--- config.mk ---
export PLATFORM = sky130hd
export DESIGN_NAME = lm_mailbox_unit
export DESIGN_NICKNAME = d
export VERILOG_FILES = /design/src/rtl/lmbx_pkg.sv /design/src/rtl/lm_decode.sv /design/src/rtl/lm_mailbox.sv /design/src/rtl/lm_lockreg.sv /design/src/rtl/lm_maskbank.sv /design/src/rtl/lm_grader.sv /design/src/rtl/lm_mailbox_unit.sv
export SDC_FILE = /design/constraint.sdc
export NUM_CORES = 1
export LEC_CHECK = 0
export BUFFER_PORTS_ARGS = -buffer_cell sky130_fd_sc_hd__buf_2
export CAP_MARGIN = 20
export CORE_MARGIN = 4
export CORE_UTILIZATION = 63
export CTS_BUF_LIST = sky130_fd_sc_hd__clkbuf_2
export DETAILED_ROUTE_END_ITERATION = 7
export PLACE_DENSITY_LB_ADDON = 0.15
export SYNTH_ARGS = -nofsm -noshare
export SYNTH_HDL_FRONTEND = slang
export SYNTH_HIERARCHICAL = 1
export SYNTH_SLANG_ARGS = --single-unit
--- constraint.sdc ---
create_clock -name clk -period 3 [get_ports clk]
set_input_delay 0.15 -clock clk [delete_from_list [all_inputs] [get_ports clk]]
set_output_delay 0.15 -clock clk [all_outputs]
set_load 0.05 [all_outputs]
--- src/rtl/lmbx_pkg.sv ---
package lmbx_pkg;

    // Address map of the register bus
    localparam int MBOX_BASE    = 0;
    localparam int LOCK_ADDR    = 16;
    localparam int MASK_BASE    = 32;

    // Lock register: low bits pick the target, this bit sets or clears
    localparam int LOCK_SET_BIT = 3;

    // Limit of the shared priority search
    localparam int SCAN_W       = 32;
    localparam int SCAN_PW      = $clog2(SCAN_W);

    typedef enum logic [1:0] {
        SEL_NONE,
        SEL_MBOX,
        SEL_LOCK,
        SEL_MASK
    } reg_sel_e;

    typedef struct packed {
        logic               hit;
        logic [SCAN_PW-1:0] pos;
    } first_t;

    // Lowest set bit of a request vector
    function automatic first_t first_set(input logic [SCAN_W-1:0] v);
        first_t r;
        r.hit = 1'b0;
        r.pos = '0;
        for (int i = SCAN_W - 1; i >= 0; i--) begin
            if (v[i]) begin
                r.hit = 1'b1;
                r.pos = SCAN_PW'(i);
            end
        end
        return r;
    endfunction

endpackage

--- src/rtl/lm_decode.sv ---
module lm_decode
    import lmbx_pkg::*;
#(
    parameter int NCTRL = 8,
    parameter int AW    = 6,
    localparam int IDW  = $clog2(NCTRL)
) (
    input  logic [AW-1:0]  addr,
    output reg_sel_e       sel,
    output logic [IDW-1:0] idx
);

    localparam logic [AW-1:0] MBOX_LO = AW'(MBOX_BASE);
    localparam logic [AW-1:0] MASK_LO = AW'(MASK_BASE);
    localparam logic [AW-1:0] LOCK_A  = AW'(LOCK_ADDR);
    localparam logic [AW-1:0] SPAN    = AW'(NCTRL);

    logic [AW-1:0] off_mbox;
    logic [AW-1:0] off_mask;

    assign off_mbox = addr - MBOX_LO;
    assign off_mask = addr - MASK_LO;

    always_comb begin
        sel = SEL_NONE;
        idx = '0;
        if (off_mbox < SPAN) begin
            sel = SEL_MBOX;
            idx = off_mbox[IDW-1:0];
        end else if (addr == LOCK_A) begin
            sel = SEL_LOCK;
        end else if (off_mask < SPAN) begin
            sel = SEL_MASK;
            idx = off_mask[IDW-1:0];
        end
    end

endmodule

--- src/rtl/lm_mailbox.sv ---
module lm_mailbox #(
    parameter int NCTRL = 8,
    parameter int DW    = 24,
    localparam int IDW  = $clog2(NCTRL)
) (
    input  logic                       clk,
    input  logic                       rst,
    input  logic                       we,
    input  logic [IDW-1:0]             idx,
    input  logic [DW-1:0]              wdata,
    output logic [NCTRL-1:0][DW-1:0]   words
);

    for (genvar k = 0; k < NCTRL; k++) begin : g_word
        always_ff @(posedge clk) begin
            if (rst) begin
                words[k] <= '0;
            end else if (we && idx == IDW'(k)) begin
                words[k] <= wdata;
            end
        end
    end

endmodule

--- src/rtl/lm_lockreg.sv ---
module lm_lockreg #(
    parameter int NCTRL = 8,
    localparam int IDW  = $clog2(NCTRL)
) (
    input  logic             clk,
    input  logic             rst,
    input  logic             lock_we,
    input  logic [IDW-1:0]   lock_tgt,
    input  logic             lock_set,
    input  logic             mbox_rd,
    input  logic [IDW-1:0]   rd_idx,
    input  logic [IDW-1:0]   rd_id,
    output logic [NCTRL-1:0] pend
);

    for (genvar k = 0; k < NCTRL; k++) begin : g_pend
        logic hit_lock;
        logic own_read;

        assign hit_lock = lock_we && (lock_tgt == IDW'(k));
        assign own_read = mbox_rd && (rd_idx == IDW'(k)) && (rd_id == IDW'(k));

        // A lock write beats a simultaneous owner read
        always_ff @(posedge clk) begin
            if (rst) begin
                pend[k] <= 1'b0;
            end else if (hit_lock) begin
                pend[k] <= lock_set;
            end else if (own_read) begin
                pend[k] <= 1'b0;
            end
        end
    end

endmodule

--- src/rtl/lm_maskbank.sv ---
module lm_maskbank #(
    parameter int NCTRL = 8,
    parameter int NSRC  = 17,
    localparam int IDW  = $clog2(NCTRL)
) (
    input  logic                        clk,
    input  logic                        rst,
    input  logic                        we,
    input  logic [IDW-1:0]              idx,
    input  logic [IDW-1:0]              id,
    input  logic [NSRC-1:0]             wdata,
    output logic [NCTRL-1:0][NSRC-1:0]  masks
);

    for (genvar k = 0; k < NCTRL; k++) begin : g_mask
        logic owner_wr;

        assign owner_wr = we && (idx == IDW'(k)) && (id == IDW'(k));

        always_ff @(posedge clk) begin
            if (rst) begin
                masks[k] <= '0;
            end else if (owner_wr) begin
                masks[k] <= wdata;
            end
        end
    end

endmodule

--- src/rtl/lm_grader.sv ---
module lm_grader
    import lmbx_pkg::*;
#(
    parameter int NCTRL = 8,
    parameter int NMOD  = 16,
    localparam int NSRC = NMOD + 1,
    localparam int SRCW = $clog2(NSRC)
) (
    input  logic [NMOD-1:0]             mod_lam,
    input  logic [NCTRL-1:0]            pend,
    input  logic [NCTRL-1:0][NSRC-1:0]  masks,
    output logic [NCTRL-1:0]            irq,
    output logic [NCTRL*SRCW-1:0]       irq_src
);

    for (genvar c = 0; c < NCTRL; c++) begin : g_view
        logic [NSRC-1:0] live;
        first_t          top;

        assign live = {pend[c], mod_lam} & masks[c];
        assign top  = first_set(SCAN_W'(live));

        assign irq[c]                   = top.hit;
        assign irq_src[c*SRCW +: SRCW]  = SRCW'(top.pos);
    end

endmodule

--- src/rtl/lm_mailbox_unit.sv ---
module lm_mailbox_unit
    import lmbx_pkg::*;
#(
    parameter int NCTRL = 8,
    parameter int NMOD  = 16,
    parameter int DW    = 24,
    parameter int AW    = 6,
    localparam int IDW  = $clog2(NCTRL),
    localparam int NSRC = NMOD + 1,
    localparam int SRCW = $clog2(NSRC)
) (
    input  logic                  clk,
    input  logic                  rst,
    input  logic                  bus_wr,
    input  logic                  bus_rd,
    input  logic [AW-1:0]         bus_addr,
    input  logic [DW-1:0]         bus_wdata,
    input  logic [IDW-1:0]        bus_id,
    output logic [DW-1:0]         bus_rdata,
    input  logic [NMOD-1:0]       mod_lam,
    output logic [NCTRL-1:0]      irq,
    output logic [NCTRL*SRCW-1:0] irq_src
);

    reg_sel_e                   sel;
    logic [IDW-1:0]             idx;
    logic                       mbox_we;
    logic                       mbox_rd;
    logic                       lock_we;
    logic                       mask_we;
    logic [NCTRL-1:0][DW-1:0]   mbox_q;
    logic [NCTRL-1:0]           lam_pend;
    logic [NCTRL-1:0][NSRC-1:0] ctrl_mask;

    lm_decode #(.NCTRL(NCTRL), .AW(AW)) u_dec (
        .addr (bus_addr),
        .sel  (sel),
        .idx  (idx)
    );

    assign mbox_we = bus_wr && (sel == SEL_MBOX);
    assign mbox_rd = bus_rd && (sel == SEL_MBOX);
    assign lock_we = bus_wr && (sel == SEL_LOCK);
    assign mask_we = bus_wr && (sel == SEL_MASK);

    lm_mailbox #(.NCTRL(NCTRL), .DW(DW)) u_mbox (
        .clk   (clk),
        .rst   (rst),
        .we    (mbox_we),
        .idx   (idx),
        .wdata (bus_wdata),
        .words (mbox_q)
    );

    lm_lockreg #(.NCTRL(NCTRL)) u_lock (
        .clk      (clk),
        .rst      (rst),
        .lock_we  (lock_we),
        .lock_tgt (bus_wdata[IDW-1:0]),
        .lock_set (bus_wdata[LOCK_SET_BIT]),
        .mbox_rd  (mbox_rd),
        .rd_idx   (idx),
        .rd_id    (bus_id),
        .pend     (lam_pend)
    );

    lm_maskbank #(.NCTRL(NCTRL), .NSRC(NSRC)) u_mask (
        .clk   (clk),
        .rst   (rst),
        .we    (mask_we),
        .idx   (idx),
        .id    (bus_id),
        .wdata (bus_wdata[NSRC-1:0]),
        .masks (ctrl_mask)
    );

    lm_grader #(.NCTRL(NCTRL), .NMOD(NMOD)) u_grade (
        .mod_lam (mod_lam),
        .pend    (lam_pend),
        .masks   (ctrl_mask),
        .irq     (irq),
        .irq_src (irq_src)
    );

    // Registered read port
    always_ff @(posedge clk) begin
        if (rst) begin
            bus_rdata <= '0;
        end else if (bus_rd) begin
            unique case (sel)
                SEL_MBOX: bus_rdata <= mbox_q[idx];
                SEL_LOCK: bus_rdata <= DW'(lam_pend);
                SEL_MASK: bus_rdata <= DW'(ctrl_mask[idx]);
                default:  bus_rdata <= '0;
            endcase
        end
    end

endmodule

Yosys cells after proc, flatten, opt, wreduce, memory -nomap -nowiden
Index checks and enable logic that the tools add are counted.
{ "op_classes": {"add_sub_neg": 1, "multipliers": 0, "div": 0, "n_lt_le_gt_ge": 3, "eq_ne": 25, "n_shift": 0, "n_mux": 163, "n_bitwise": 8, "n_reduce_logical": 63} }
{ "op_table": {"columns": ["op", "count"], "rows": [
  ["$mux W6", 136],
  ["$and A17 B17 Y17", 8],
  ["$bmux W24 S3", 1],
  ["$pmux W24 S3", 1],
  ["$logic_and A1 B1 Y1", 52],
  ["$bmux W17 S3", 1],
  ["$eq A3 B3 Y1 const B", 12],
  ["$mux W24", 1],
  ["$eq A3 B2 Y1 const B", 6],
  ["$mux W17", 1],
  ["$mux W1", 16],
  ["$reduce_bool A2 Y1", 8],
  ["$lt A6 B4 Y1 const B", 2],
  ["$eq A3 B1 Y1 const B", 3],
  ["$logic_not A3 Y1", 3],
  ["$mux W3", 3],
  ["$eq A6 B5 Y1 const B", 1],
  ["$mux W2", 3],
  ["$sub A6 B6 Y6 const B", 1],
  ["$eq A2 B2 Y1 const B", 2],
  ["$lt A3 B4 Y1 const B", 1],
  ["$eq A2 B1 Y1 const B", 1]
]} }
{ "totals": {"reg_bits": 360, "latch_bits": 0, "ramBits": 0, "mem_bits_ro": 0, "input_bits": 53, "output_inout_bits": 72, "mem_count": 0} }

Longest topological paths before layout
Gate-level depths: netlist of the first run.
{ "depth": {"depth_word": 18, "depth_mapped": 11, "depth_no_buf": 7} }

Hierarchy
The synthesis of the first run kept the hierarchy.
{ "by_module_without_submodules": {"columns": ["mod", "n_inst", "cells_per_inst", "area_each_um2", "seq_area_each_um2"], "rows": [
  ["lm_mailbox", 1, 685, 7554.7, 3843.7],
  ["lm_maskbank", 1, 487, 5480.3, 2722.6],
  ["lm_mailbox_unit", 1, 316, 3727.3, 480.5],
  ["lm_grader", 1, 376, 2297.2, 0.0],
  ["lm_lockreg", 1, 51, 447.9, 160.2],
  ["lm_decode", 1, 7, 48.8, 0.0]
]} }

Worst setup path after synthesis of the first run
OpenSTA, ideal clock, no wires.
{ "synth_timing": {"path_type": "input-to-reg", "from": "input bus_addr[5]", "to": "register u_mask/masks[40] (netlist bit)", "setup_ps": 72, "arrival_ps": 2585, "setup_slack_ps": 344, "stages": 10, "n_path_buf": 3, "cell_sequence": "or4b_1 o32ai_1 clkbuf_1 nand2_1 nor2_1 nor3b_4 and4_4 buf_12 buf_12 mux2i_1"} }
{ "synth_via": {"elab_chain_cells": 9, "elab_cells_between_ends": 15} }
{ "synth_lines": {"columns": ["item", "line_no", "source"], "rows": [
  ["from (decl)", "lm_mailbox_unit.sv:16", "input logic [AW-1:0] bus_addr,"],
  ["$sub A6 B6 Y6", "lm_decode.sv:22", "assign off_mask = addr - MASK_LO;"],
  ["$lt A6 B4 Y1", "lm_decode.sv:32", "end else if (off_mask < SPAN) begin"],
  ["$mux W2", "lm_decode.sv:32", null],
  ["$mux W2", "lm_decode.sv:30", "end else if (addr == LOCK_A) begin"],
  ["$mux W2 *", "lm_decode.sv:27", "if (off_mbox < SPAN) begin"],
  ["named net sel[1]", "lm_mailbox_unit.sv:25", "reg_sel_e sel;"],
  ["$eq A2 B2 Y1 *", "lm_mailbox_unit.sv:44", "assign mask_we = bus_wr && (sel == SEL_MASK);"],
  ["$logic_and A1 B1 Y1 *", "lm_mailbox_unit.sv:44", null],
  ["named net mask_we", "lm_mailbox_unit.sv:30", "logic mask_we;"],
  ["$logic_and A1 B1 Y1 * (2 in a row)", "lm_maskbank.sv:18", "assign owner_wr = we && (idx == IDW'(k)) && (id == IDW'(k));"],
  ["to (signal, indexed assignment)", "lm_maskbank.sv:24", "masks[k] <= wdata;"],
  ["to (decl)", "lm_maskbank.sv:12", "output logic [NCTRL-1:0][NSRC-1:0] masks"]
]} }
The timed path passes the listed nets; every way through them passes the cells marked *.
A chain may end at the register's enable or synchronous reset.

Final worst setup path of the first run
{ "layout_timing": {"from": "input bus_addr[5]", "to": "register u_lock.pend[3]"} }
{ "layout_via": {"elab_chain_cells": 10, "elab_cells_between_ends": 20} }
{ "layout_lines": {"columns": ["item", "line_no", "source"], "rows": [
  ["$sub A6 B6 Y6", "lm_decode.sv:22", null],
  ["$lt A6 B4 Y1", "lm_decode.sv:32", null],
  ["$mux W2", "lm_decode.sv:32", null],
  ["$mux W2", "lm_decode.sv:30", null],
  ["$mux W2 *", "lm_decode.sv:27", null],
  ["named net sel[1]", "lm_mailbox_unit.sv:25", null],
  ["$eq A2 B1 Y1 *", "lm_mailbox_unit.sv:42", "assign mbox_rd = bus_rd && (sel == SEL_MBOX);"],
  ["$logic_and A1 B1 Y1 *", "lm_mailbox_unit.sv:42", null],
  ["named net mbox_rd", "lm_mailbox_unit.sv:28", "logic mbox_rd;"],
  ["$logic_and A1 B1 Y1 * (2 in a row)", "lm_lockreg.sv:21", "assign own_read = mbox_rd && (rd_idx == IDW'(k)) && (rd_id == IDW'(k));"],
  ["$reduce_bool A2 Y1 (no source line) *", null, null],
  ["to (signal, indexed assignment)", "lm_lockreg.sv:28", "pend[k] <= lock_set;"],
  ["to (decl)", "lm_lockreg.sv:13", "output logic [NCTRL-1:0] pend"]
]} }
Marks and branches as above.

==> impl_metrics.json, run 1 <==
{
  "clock_latency_ns": 0.93,
  "p_seq_share_pct": 53.5,
  "die_h_um": 184,
  "place_inst": 2295,
  "core_area_um2": 30600,
  "htreeDepth": 3,
  "outcome": "finished with violations",
  "viasPerCell": 6.19,
  "clock-sinks": 360,
  "netlist_instances": 1922,
  "p_leak_nw": 10.1,
  "maxSlewHeadroom_pct": 45.8,
  "start_util_pct": 63.9,
  "syn-cell-area_um2": 19600,
  "drv_cap": 0,
  "cts_tree": "done",
  "die_x_um": 184,
  "syn-mean-instance-area_um2": 10.2,
  "cp_max_fo": 10,
  "critPathRequiredTime_ns": 3.87,
  "drcViolationCount": 2,
  "fmax_ghz": 0.335,
  "final_cells": 2508,
  "powerDensity_nw_per_um2": 418,
  "hold_viol": 0,
  "reg2regPathDepth": 5,
  "synth-seq-cells": 360,
  "worst_pin_slew_ns": 0.812,
  "hpwl_um": 35700,
  "nets": 2096,
  "p_clk_share_pct": 39.2,
  "hold_class": "primary input to register",
  "grt_pass1_wl_um": 84900,
  "io_pins": 125,
  "start_kind": "primary input",
  "p_int_mw": 6.55,
  "area_growth_pct": 9.78,
  "cts_buffers": 92,
  "crit_top_cell": "dlygate4sd3_1",
  "path_class": "primary input to register",
  "portBuffers": 124,
  "drt_wl_total_um": 53800,
  "die_area_um2": 33900,
  "post-route-period-util_pct": 99.4,
  "cts_setup_buffers": 0,
  "grt_start_max_net_pins": 150,
  "drtPass1Iterations": 8,
  "cts_root_buf": "clkbuf_2",
  "hold_ws_ns": 0.206,
  "drv_slew": 0,
  "synthArstFlopShare_pct": 0,
  "ant_nets": 0,
  "switching_share_pct": 27.0,
  "grt_pass1_vias": 15700,
  "vias": 15500,
  "report.final.setup_viol": 0,
  "num_rows": 64,
  "gp_congestion": 0.946,
  "period_minus_slack_ns": 2.98,
  "total_power_mw": 8.98,
  "critical_path.slowest_cell": "dlygate4sd3_1",
  "ys_seq_area_share_pct": 36.9,
  "wl_per_cell_um": 21.4,
  "violations": "DRC",
  "arrival_ns": 3.85,
  "syn_nets": 1975,
  "skew_ns": 0.0716,
  "first_iter_violations": 1423,
  "crit_chain": "dlygate4sd3_1 -> buf_2 -> or4b_1 -> o32ai_2 -> buf_4 -> nor2_1 -> buf_4 -> or3b_1 -> o221ai_1 -> dlygate4sd3_1 -> o21ai_0 -> dlygate4sd3_1",
  "endpoint_kind": "register",
  "crit_path_max_incr_delay_ns": 0.57,
  "antenna_found_initial": 1,
  "switching_power_mw": 2.43,
  "clk_path_buf_depth": 3,
  "ys.flop_type": "dfxtp_1",
  "clk_pin_slew_worst_paths_ns": 0.11,
  "globalRouteOverflowTotal": 0,
  "hold-path-cell-count": 4,
  "synth_cell_types": 78,
  "yosysWarnings": 6,
  "p_comb_share_pct": 7.3,
  "drive_above_1_share_pct": 19.3,
  "track_usage_pct": 31.2,
  "synth_edf_count": 0,
  "peakVddDrop_mv": 0.400
}
==> path summary, 6_finish.rpt <==
kind / startpoint / endpoint / slack, ns
hold reg to reg: bus_rdata[15]$_SDFFE_PP0P_ / bus_rdata[15]$_SDFFE_PP0P_ / 0.46
setup / recovery: bus_addr[5] / u_lock/pend[3]$_SDFFE_PP0P_ / 0.02
hold / removal: bus_wdata[19] / u_mbox/words[163]$_SDFFE_PP0P_ / 0.21
setup reg to reg: u_lock/pend[3]$_SDFFE_PP0P_ / u_lock/pend[3]$_SDFFE_PP0P_ / 1.02
==> cells in the final DEF (no fill, tap or decap), types with 15 or more instances in the layout <==
master         count
nand3_1           26
mux4_2            47
dfxtp_1          360
mux2i_1          359
a22oi_1           40
nor2b_1           49
clkbuf_2         126
o21ai_0           16
mux2_2            15
nand2_1          104
a21oi_1           49
buf_4             36
inv_1             16
nand2b_1         376
clkinv_1          27
buf_2            120
dlygate4sd3_1     50
nor2_1            30
mux4_1            22
==> flip-flops by register name, summed over array words and instances (netlist names) <==
| register | cells |
|---|---|
| bus_rdata | 24 |
| u_lock/pend | 8 |
| u_mask/masks | 136 |
| u_mbox/words | 192 |
==> kinds of logic after synthesis <==
logic type	count (synthesis)	share of synthesized area, %
AND/OR/NAND/NOR	665	20.1
multiplexers	443	27.6
flip-flops	360	36.9
AO/OA/AOI/OAI	249	9.64
buffers and inverters	205	5.80
==> layer usage <==
layer / GRT usage (%) / vias to the layer above / part of all wire [%]
li1: - / 7170 / -
met1: 39.7 / 7499 / 41
met2: 51.2 / 645 / 47
met3: 4.24 / 201 / 6.0
met4: 17.8 / 0 / 5.6
met5: 0 / - / 0
==> synthesized netlist by cell type (22+ instances only) <==
library cell,instances,area (µm²)
nand2b_1,376,2350
nor2_1,30,113
mux4_2,47,1060
clkbuf_1,94,353
mux4_1,22,578
nand3_1,26,130
dfxtp_1,360,7210
buf_2,43,215
nor2b_1,49,307
a22oi_1,40,300
nand2_1,104,390
mux2i_1,359,3590
a21oi_1,49,245
buf_6,23,259
==> through the flow <==
stage,utilization [%],area [µm²],setup WS (ns),setup TNS [ns]
global placement,65.6,20100,0.492,0
floorplan,-,19600,0.344,0
CTS,70.1,21400,0.00901,0
finish,70.2,21500,0.0168,0
global route,70.2,21500,-0.0113,-0.0113
detailed placement,65.6,20100,0.374,0
==> cell type report <==
| cell class | count | area, µm² |
|---|---|---|
| fillers | 2358 | 9120 |
| inverters | 16 | 60.1 |
| flip-flops and latches | 360 | 7210 |
| well taps | 396 | 495 |
| repair buffers | 216 | 1540 |
| diodes | 2 | 5.00 |
| clock buffers | 126 | 631 |
| clock inverters | 35 | 253 |
| multi-input cells | 1357 | 11300 |
==> worst max-delay path: cells and delay by family <==
| family | cells | cell delay (ns) |
|---|---|---|
| AND/OR/NAND/NOR | 3 | 0.87 |
| buffers and inverters | 6 | 2.26 |
| AO/OA/AOI/OAI | 3 | 0.56 |
==> power groups by stage <==
stage                     registers, mW  clock network [mW]  logic (mW)
after floorplan                    4.91                   0       0.452
after global placement             4.91                   0       0.596
after detailed placement           4.91                   0       0.602
after CTS                          4.80                3.63       0.643
after global routing               4.81                3.88       0.697
final                              4.80                3.52       0.657
==> timing repair <==
item | 4_1_cts | 5_1_grt
setup endpoints to repair | 1 | 6
endpoints found under the hold margin | 359 | 0
cloned | 0 | 0
hold buffers | 50 | 0
gates resized for setup | 1 | 8
Note: power is estimated with default switching activity, not from simulation.
==> run 2: changes to the inputs <==
- CORE_UTILIZATION: 63 -> 40
==> run 2 against run 1 <==
Effect of this change:
- the run ends with setup timing left
- sequential share of layout area is 1.0 points lower
- clock power is 3% lower
- combinational power rose by 7.5%
- clock-buffer cell count is 20 higher
- setup slack worse by 0.039 ns
- cell count increased by 9.9%
- critical endpoint is now u_lock/pend[4]$_SDFFE_PP0P_
- highest routed layer unchanged
==> impl_metrics.json, run 2 (synthesis results as in run 1) <==
{
  "outcome": "finished with violations",
  "violations": "setup timing",
  "drt_wl_total_um": 60600,
  "vias": 15500,
  "path_delay_family": "buffers and inverters",
  "io_pins": 125,
  "arrival_ns": 3.92,
  "cp_max_fo": 34,
  "maxSlewHeadroom_pct": 52.7,
  "largest_reg_flops": 192,
  "reg2reg_to": "u_lock/pend[4]$_SDFFE_PP0P_",
  "clk_path_buf_depth": 3,
  "first_iter_violations": 1163,
  "drv_cap": 0,
  "top_register": "u_mbox/words",
  "cts_setup_buffers": 0,
  "start_kind": "primary input",
  "die_h_um": 229,
  "globalRouteOverflowTotal": 0,
  "drtPass1Iterations": 6,
  "cts_buffers": 96,
  "period_minus_slack_ns": 3.02,
  "use_met2_pct": 37.2,
  "ff2ff_setup_slack_ns": 1.06,
  "hold_viol": 0,
  "fin_setup_tns_ns": -0.0219,
  "multi_input_area_um2": 11400,
  "endpoint_kind": "register",
  "final_area_um2": 22200,
  "drive_above_1_share_pct": 21.1,
  "crit_top_cell": "dlygate4sd3_1",
  "place_area_um2": 20400,
  "final_common_cell": "nand2b_1",
  "skew_ns": 0.0752,
  "wl_per_cell_um": 22.0,
  "critPathRequiredTime_ns": 3.90,
  "peakVddDrop_mv": 0.196,
  "crit_path_max_incr_delay_ns": 0.66,
  "hpwl_um": 40200,
  "grtUsageMet1_pct": 28.2,
  "viasPerCell": 5.62,
  "fmax_ghz": 0.331,
  "hold_end": "u_mbox/words[16]$_SDFFE_PP0P_",
  "reg2regPathDepth": 5,
  "top_usage_layer": "met2",
  "die_area_um2": 52500,
  "fillerInstances": 4639,
  "cts_root_buf": "clkbuf_2",
  "seq_area_um2": 7210,
  "hp-start": "bus_wdata[16]",
  "nets": 2127,
  "grt_pass1_wl_um": 91600,
  "clk_pin_slew_worst_paths_ns": 0.10,
  "antenna_found_initial": 3,
  "crit_chain": "buf_2 -> nor2_1 -> dlygate4sd3_1 -> buf_4 -> and2_4 -> buf_16 -> nand3_1 -> dlygate4sd3_1 -> o221ai_2 -> dlygate4sd3_1 -> o21ai_1 -> dlygate4sd3_1",
  "grt_start_max_net_pins": 120,
  "track_usage_pct": 22.0,
  "clock-sinks": 360,
  "clock_latency_ns": 1.05,
  "grt_util_met3_pct": 4.30,
  "hold-path-cell-count": 4,
  "critical_path.slowest_cell": "dlygate4sd3_1",
  "hold_class": "primary input to register",
  "ant_nets": 0,
  "post-route-period-util_pct": 101,
  "grt_setup_unrepaired": "yes",
  "grt_pass1_vias": 15600,
  "mostFrequentLayoutCells": "nand2b_1, mux2i_1, dfxtp_1, clkbuf_2, buf_2",
  "p_leak_nw": 10.3,
  "report.final.setup_viol": 1,
  "drv_slew": 0,
  "worst_pin_slew_ns": 0.692,
  "r2r_start": "u_lock/pend[4]$_SDFFE_PP0P_",
  "area_growth_pct": 13.3,
  "start_util_pct": 40.7,
  "gp_congestion": 0.898,
  "die_x_um": 229,
  "htreeDepth": 3,
  "num_rows": 80,
  "core_area_um2": 48000,
  "drcViolationCount": 0,
  "portBuffers": 124,
  "top_regs": "u_mbox/words: 192 flops, u_mask/masks: 136 flops, bus_rdata: 24 flops",
  "powerDensity_nw_per_um2": 402,
  "cp_num_buf_inv": 7,
  "cts_tree": "done",
  "finalWorstSetupSlack_ns": -0.0219,
  "path_class": "primary input to register"
}
run 2: cell count changes in the layout (fill, tap and decap cells not counted), sizes merged:
| cell | previous run | this run |
|---|---|---|
| dlygate4sd3 | 50 | 74 |
| clkbuf | 129 | 150 |
| clkinv | 29 | 15 |
| bufinv | 4 | 0 |
| buf | 163 | 165 |
| clkinvlp | 0 | 2 |
| diode | 2 | 1 |
| inv | 18 | 17 |
run 2: timing repair:
item / CTS / global route
endpoints found under the hold margin: 360 / 0
gates cloned: 0 / 1
hold buffers: 74 / 0
gates resized for setup: 21 / 39
endpoints found under the setup margin: 14 / 25
pin swaps: 2 / 4
run 2: report_power, final:
| group | internal (mW) | leakage [nW] | switching [mW] |
|---|---|---|---|
| Combinational | 0.288 | 6.74 | 0.418 |
| Sequential | 4.79 | 2.90 | 0.00931 |
| Clock | 1.29 | 0.640 | 2.12 |
run 2: final cells by class:
| class | instances | area share, % |
|---|---|---|
| multi-input cells | 1357 | 51.4 |
| flip-flops and latches | 360 | 32.6 |
| repair buffers | 243 | 8.60 |
| well taps | 615 | 3.47 |
| clock buffers | 146 | 3.30 |
| clock inverters | 18 | 0.407 |
| inverters | 16 | 0.271 |
| diodes | 1 | 0.0113 |
run 2: worst max-delay path by stage:
stage / cells after the start / endpoint / from
5_1_grt: 6 / irq[2] / u_mask/masks[39]$_SDFFE_PP0P_
6_report: 12 / u_lock/pend[4]$_SDFFE_PP0P_ / bus_addr[4]
2_1_floorplan: 10 / u_mask/masks[40]$_SDFFE_PP0P_ / bus_addr[5]
3_3_place_gp: 8 / u_mbox/words[115]$_SDFFE_PP0P_ / bus_addr[4]
4_1_cts: 5 / irq_src[19] / u_mask/masks[54]$_SDFFE_PP0P_
3_5_place_dp: 9 / u_lock/pend[0]$_SDFFE_PP0P_ / bus_addr[3]
run 2: routing by layer:
| metal | vias up | share of wire (%) |
|---|---|---|
| met3 | 125 | 5.3 |
| met1 | 7627 | 43 |
| met4 | 0 | 3.3 |
| met5 | - | 0 |
| met2 | 500 | 48 |
| li1 | 7224 | - |
run 2: metrics by stage:
stage	hold WS [ns]	utilization [%]	setup slack (ns)	power [mW]	cells
after floorplan	0.321	-	0.344	5.37	1922
after global placement	0.453	42.4	0.511	5.55	2516
final	0.173	46.1	-0.0219	8.91	2756
after global routing	0.0447	46.1	-0.104	9.36	2756
after CTS	0.00454	45.8	-0.000832	9.09	2754
after detailed placement	0.445	42.4	0.421	5.55	2516
run 2: worst min-delay path, stage by stage:
cell and delay [ns]:
dlygate4sd3_1 0.52, buf_2 0.15, nand2b_1 0.19, mux2i_1 0.17
==> run 3: changes to the inputs <==
- BUFFER_PORTS_ARGS: -buffer_cell sky130_fd_sc_hd__buf_2 -> -buffer_cell sky130_fd_sc_hd__buf_4
- CORE_UTILIZATION: 40 -> 48
==> run 3 against run 2 <==
Effect of this change:
- the run now ends clean
- hold slack lost 0.042 ns
- die area decreased by 16%
- total power grew 0.93%
- clock power rose by 3%
- first-iteration DRC count up 0.69%
- critical path depth is 1 lower
- via count down 0.40%
==> impl_metrics.json, run 3 (synthesis results as in run 1) <==
{
  "outcome": "completed",
  "die_x_um": 210,
  "vias": 15400,
  "grt_start_max_net_pins": 111,
  "total_power_mw": 9.00,
  "gp_congestion": 0.883,
  "top_regs": "u_mbox/words: 192 flops, u_mask/masks: 136 flops, bus_rdata: 24 flops",
  "hold_ws_ns": 0.131,
  "start_util_pct": 48.9,
  "arrival_ns": 3.82,
  "drcViolationCount": 0,
  "die_h_um": 210,
  "nets": 2115,
  "die_area_um2": 44000,
  "grt_pass1_vias": 15700,
  "area_growth_pct": 12.7,
  "drtPass1Iterations": 8,
  "cts_buffers": 97,
  "crit_path_max_incr_delay_ns": 0.59,
  "powerDensity_nw_per_um2": 408,
  "reg2reg_to": "bus_rdata[6]$_SDFFE_PP0P_",
  "hpwl_um": 39600,
  "hold_viol": 0,
  "grtUsageMet1_pct": 32.4,
  "globalRouteOverflowTotal": 0,
  "drt_wl_total_um": 58200,
  "clock_latency_ns": 0.98,
  "portBuffers": 124,
  "final_common_cell": "nand2b_1",
  "track_usage_pct": 25.7,
  "clk_pin_slew_worst_paths_ns": 0.10,
  "crit_chain": "buf_4 -> nor2_1 -> dlygate4sd3_1 -> buf_4 -> and2_4 -> or4_4 -> dlygate4sd3_1 -> o221ai_2 -> dlygate4sd3_1 -> o21ai_1 -> dlygate4sd3_1",
  "cp-endpoint": "u_lock/pend[4]$_SDFFE_PP0P_",
  "post-route-period-util_pct": 98.6,
  "clock-sinks": 360,
  "viasPerCell": 5.82,
  "use_met2_pct": 43.3,
  "critical_path.slowest_cell": "dlygate4sd3_1",
  "fin_setup_tns_ns": 0,
  "mostFrequentLayoutCells": "nand2b_1, dfxtp_1, mux2i_1, buf_4, clkbuf_2",
  "endpoint_kind": "register",
  "report.final.setup_viol": 0,
  "critPathRequiredTime_ns": 3.87,
  "ff2ff_setup_slack_ns": 0.73,
  "drv_slew": 0,
  "crit_start": "bus_addr[4]",
  "worst_pin_slew_ns": 0.759,
  "antenna_found_initial": 1,
  "top_register": "u_mbox/words",
  "grt_setup_unrepaired": "no",
  "clk_path_buf_depth": 3,
  "drv_cap": 0,
  "finalWorstSetupSlack_ns": 0.0413,
  "wl_per_cell_um": 22.0,
  "num_rows": 73,
  "htreeDepth": 3,
  "crit_top_cell": "dlygate4sd3_1",
  "multi_input_area_um2": 11300,
  "top_usage_layer": "met2",
  "peakVddDrop_mv": 0.256,
  "place_ws_ns": 0.346,
  "ant_nets": 0,
  "fillerInstances": 3649,
  "start_kind": "primary input",
  "first_iter_violations": 1171,
  "largest_reg_flops": 192,
  "reg2regPathDepth": 5,
  "path_class": "primary input to register",
  "core_area_um2": 40000,
  "r2r_start": "u_mask/masks[6]$_SDFFE_PP0P_",
  "io_pins": 125,
  "skew_ns": 0.0410,
  "hold_class": "primary input to register",
  "maxSlewHeadroom_pct": 49.3,
  "cts_root_buf": "clkbuf_2",
  "grt_util_met3_pct": 4.69,
  "fmax_ghz": 0.338,
  "cts_tree": "done",
  "seq_area_um2": 7210,
  "grt_pass1_wl_um": 89900,
  "drive_above_1_share_pct": 20.3,
  "period_minus_slack_ns": 2.96,
  "cp_max_fo": 15,
  "p_leak_nw": 10.2
}
run 3: cell types whose count changed in the layout (fill, tap and decap cells not counted), moves of 4 or more:
cell	before	now
buf_2	107	0
dfxtp_2	6	0
a21oi_2	5	1
a21oi_1	44	48
clkbuf_2	146	139
o21ai_1	11	6
dfxtp_1	354	360
buf_4	46	165
dlygate4sd3_1	74	57
o21ai_0	11	16
run 3: final cells by class:
type	count	area share (%)
antenna	1	0.0114
clock buffer	139	3.16
clock inverter	19	0.710
inverter	16	0.272
multi-input combinational	1357	51.3
sequential	360	32.7
tap	525	2.98
timing repair buffer	230	8.91
run 3: timing repair:
action                     4_1_cts  5_1_grt
gates resized for setup          5        5
setup endpoints to repair        5        4
pin swaps                        1        0
buffers inserted                 0        0
hold endpoints to repair       360        0
hold buffers                    57        0
run 3: routing by layer:
metal,vias to the layer above,share of wire [%]
met5,-,0
met4,0,3.8
met3,125,5.0
met2,499,49
met1,7587,43
li1,7203,-
run 3: critical path: cells and delay by family:
kind,cells,cell delay [ns]
AOI/OAI and AO/OA,2,0.23
buffers and inverters,6,2.54
and+or+nand+nor,3,0.90
run 3: per-stage QoR:
stage / instances / util, % / cell area, µm²
5_1_grt: 2647 / 55.1 / 22000
3_5_place_dp: 2431 / 51.4 / 20600
6_report: 2647 / 55.1 / 22000
3_3_place_gp: 2431 / 51.4 / 20600
4_1_cts: 2646 / 55.0 / 22000
2_1_floorplan: 1922 / - / 19600
run 3: how the worst min path moves through the flow:
stage / from / endpoint / slack (ns) / cells after the start
final: bus_addr[1] / u_mask/masks[104]$_SDFFE_PP0P_ / 0.13 / 5
after global routing: bus_addr[1] / u_mask/masks[106]$_SDFFE_PP0P_ / 0.03 / 5
after CTS: bus_addr[1] / u_mbox/words[31]$_SDFFE_PP0P_ / 0.01 / 5
after detailed placement: bus_rdata[8]$_SDFFE_PP0P_ / bus_rdata[8]$_SDFFE_PP0P_ / 0.44 / 1
after global placement: bus_rdata[8]$_SDFFE_PP0P_ / bus_rdata[8]$_SDFFE_PP0P_ / 0.44 / 1
after floorplan: bus_id[1] / u_lock/pend[5]$_SDFFE_PP0P_ / 0.32 / 2
run 3: power breakdown:
part / switching (mW) / internal (mW)
Sequential: 0.00956 / 4.79
Combinational: 0.403 / 0.291
Clock: 2.03 / 1.47
Total: 2.44 / 6.56
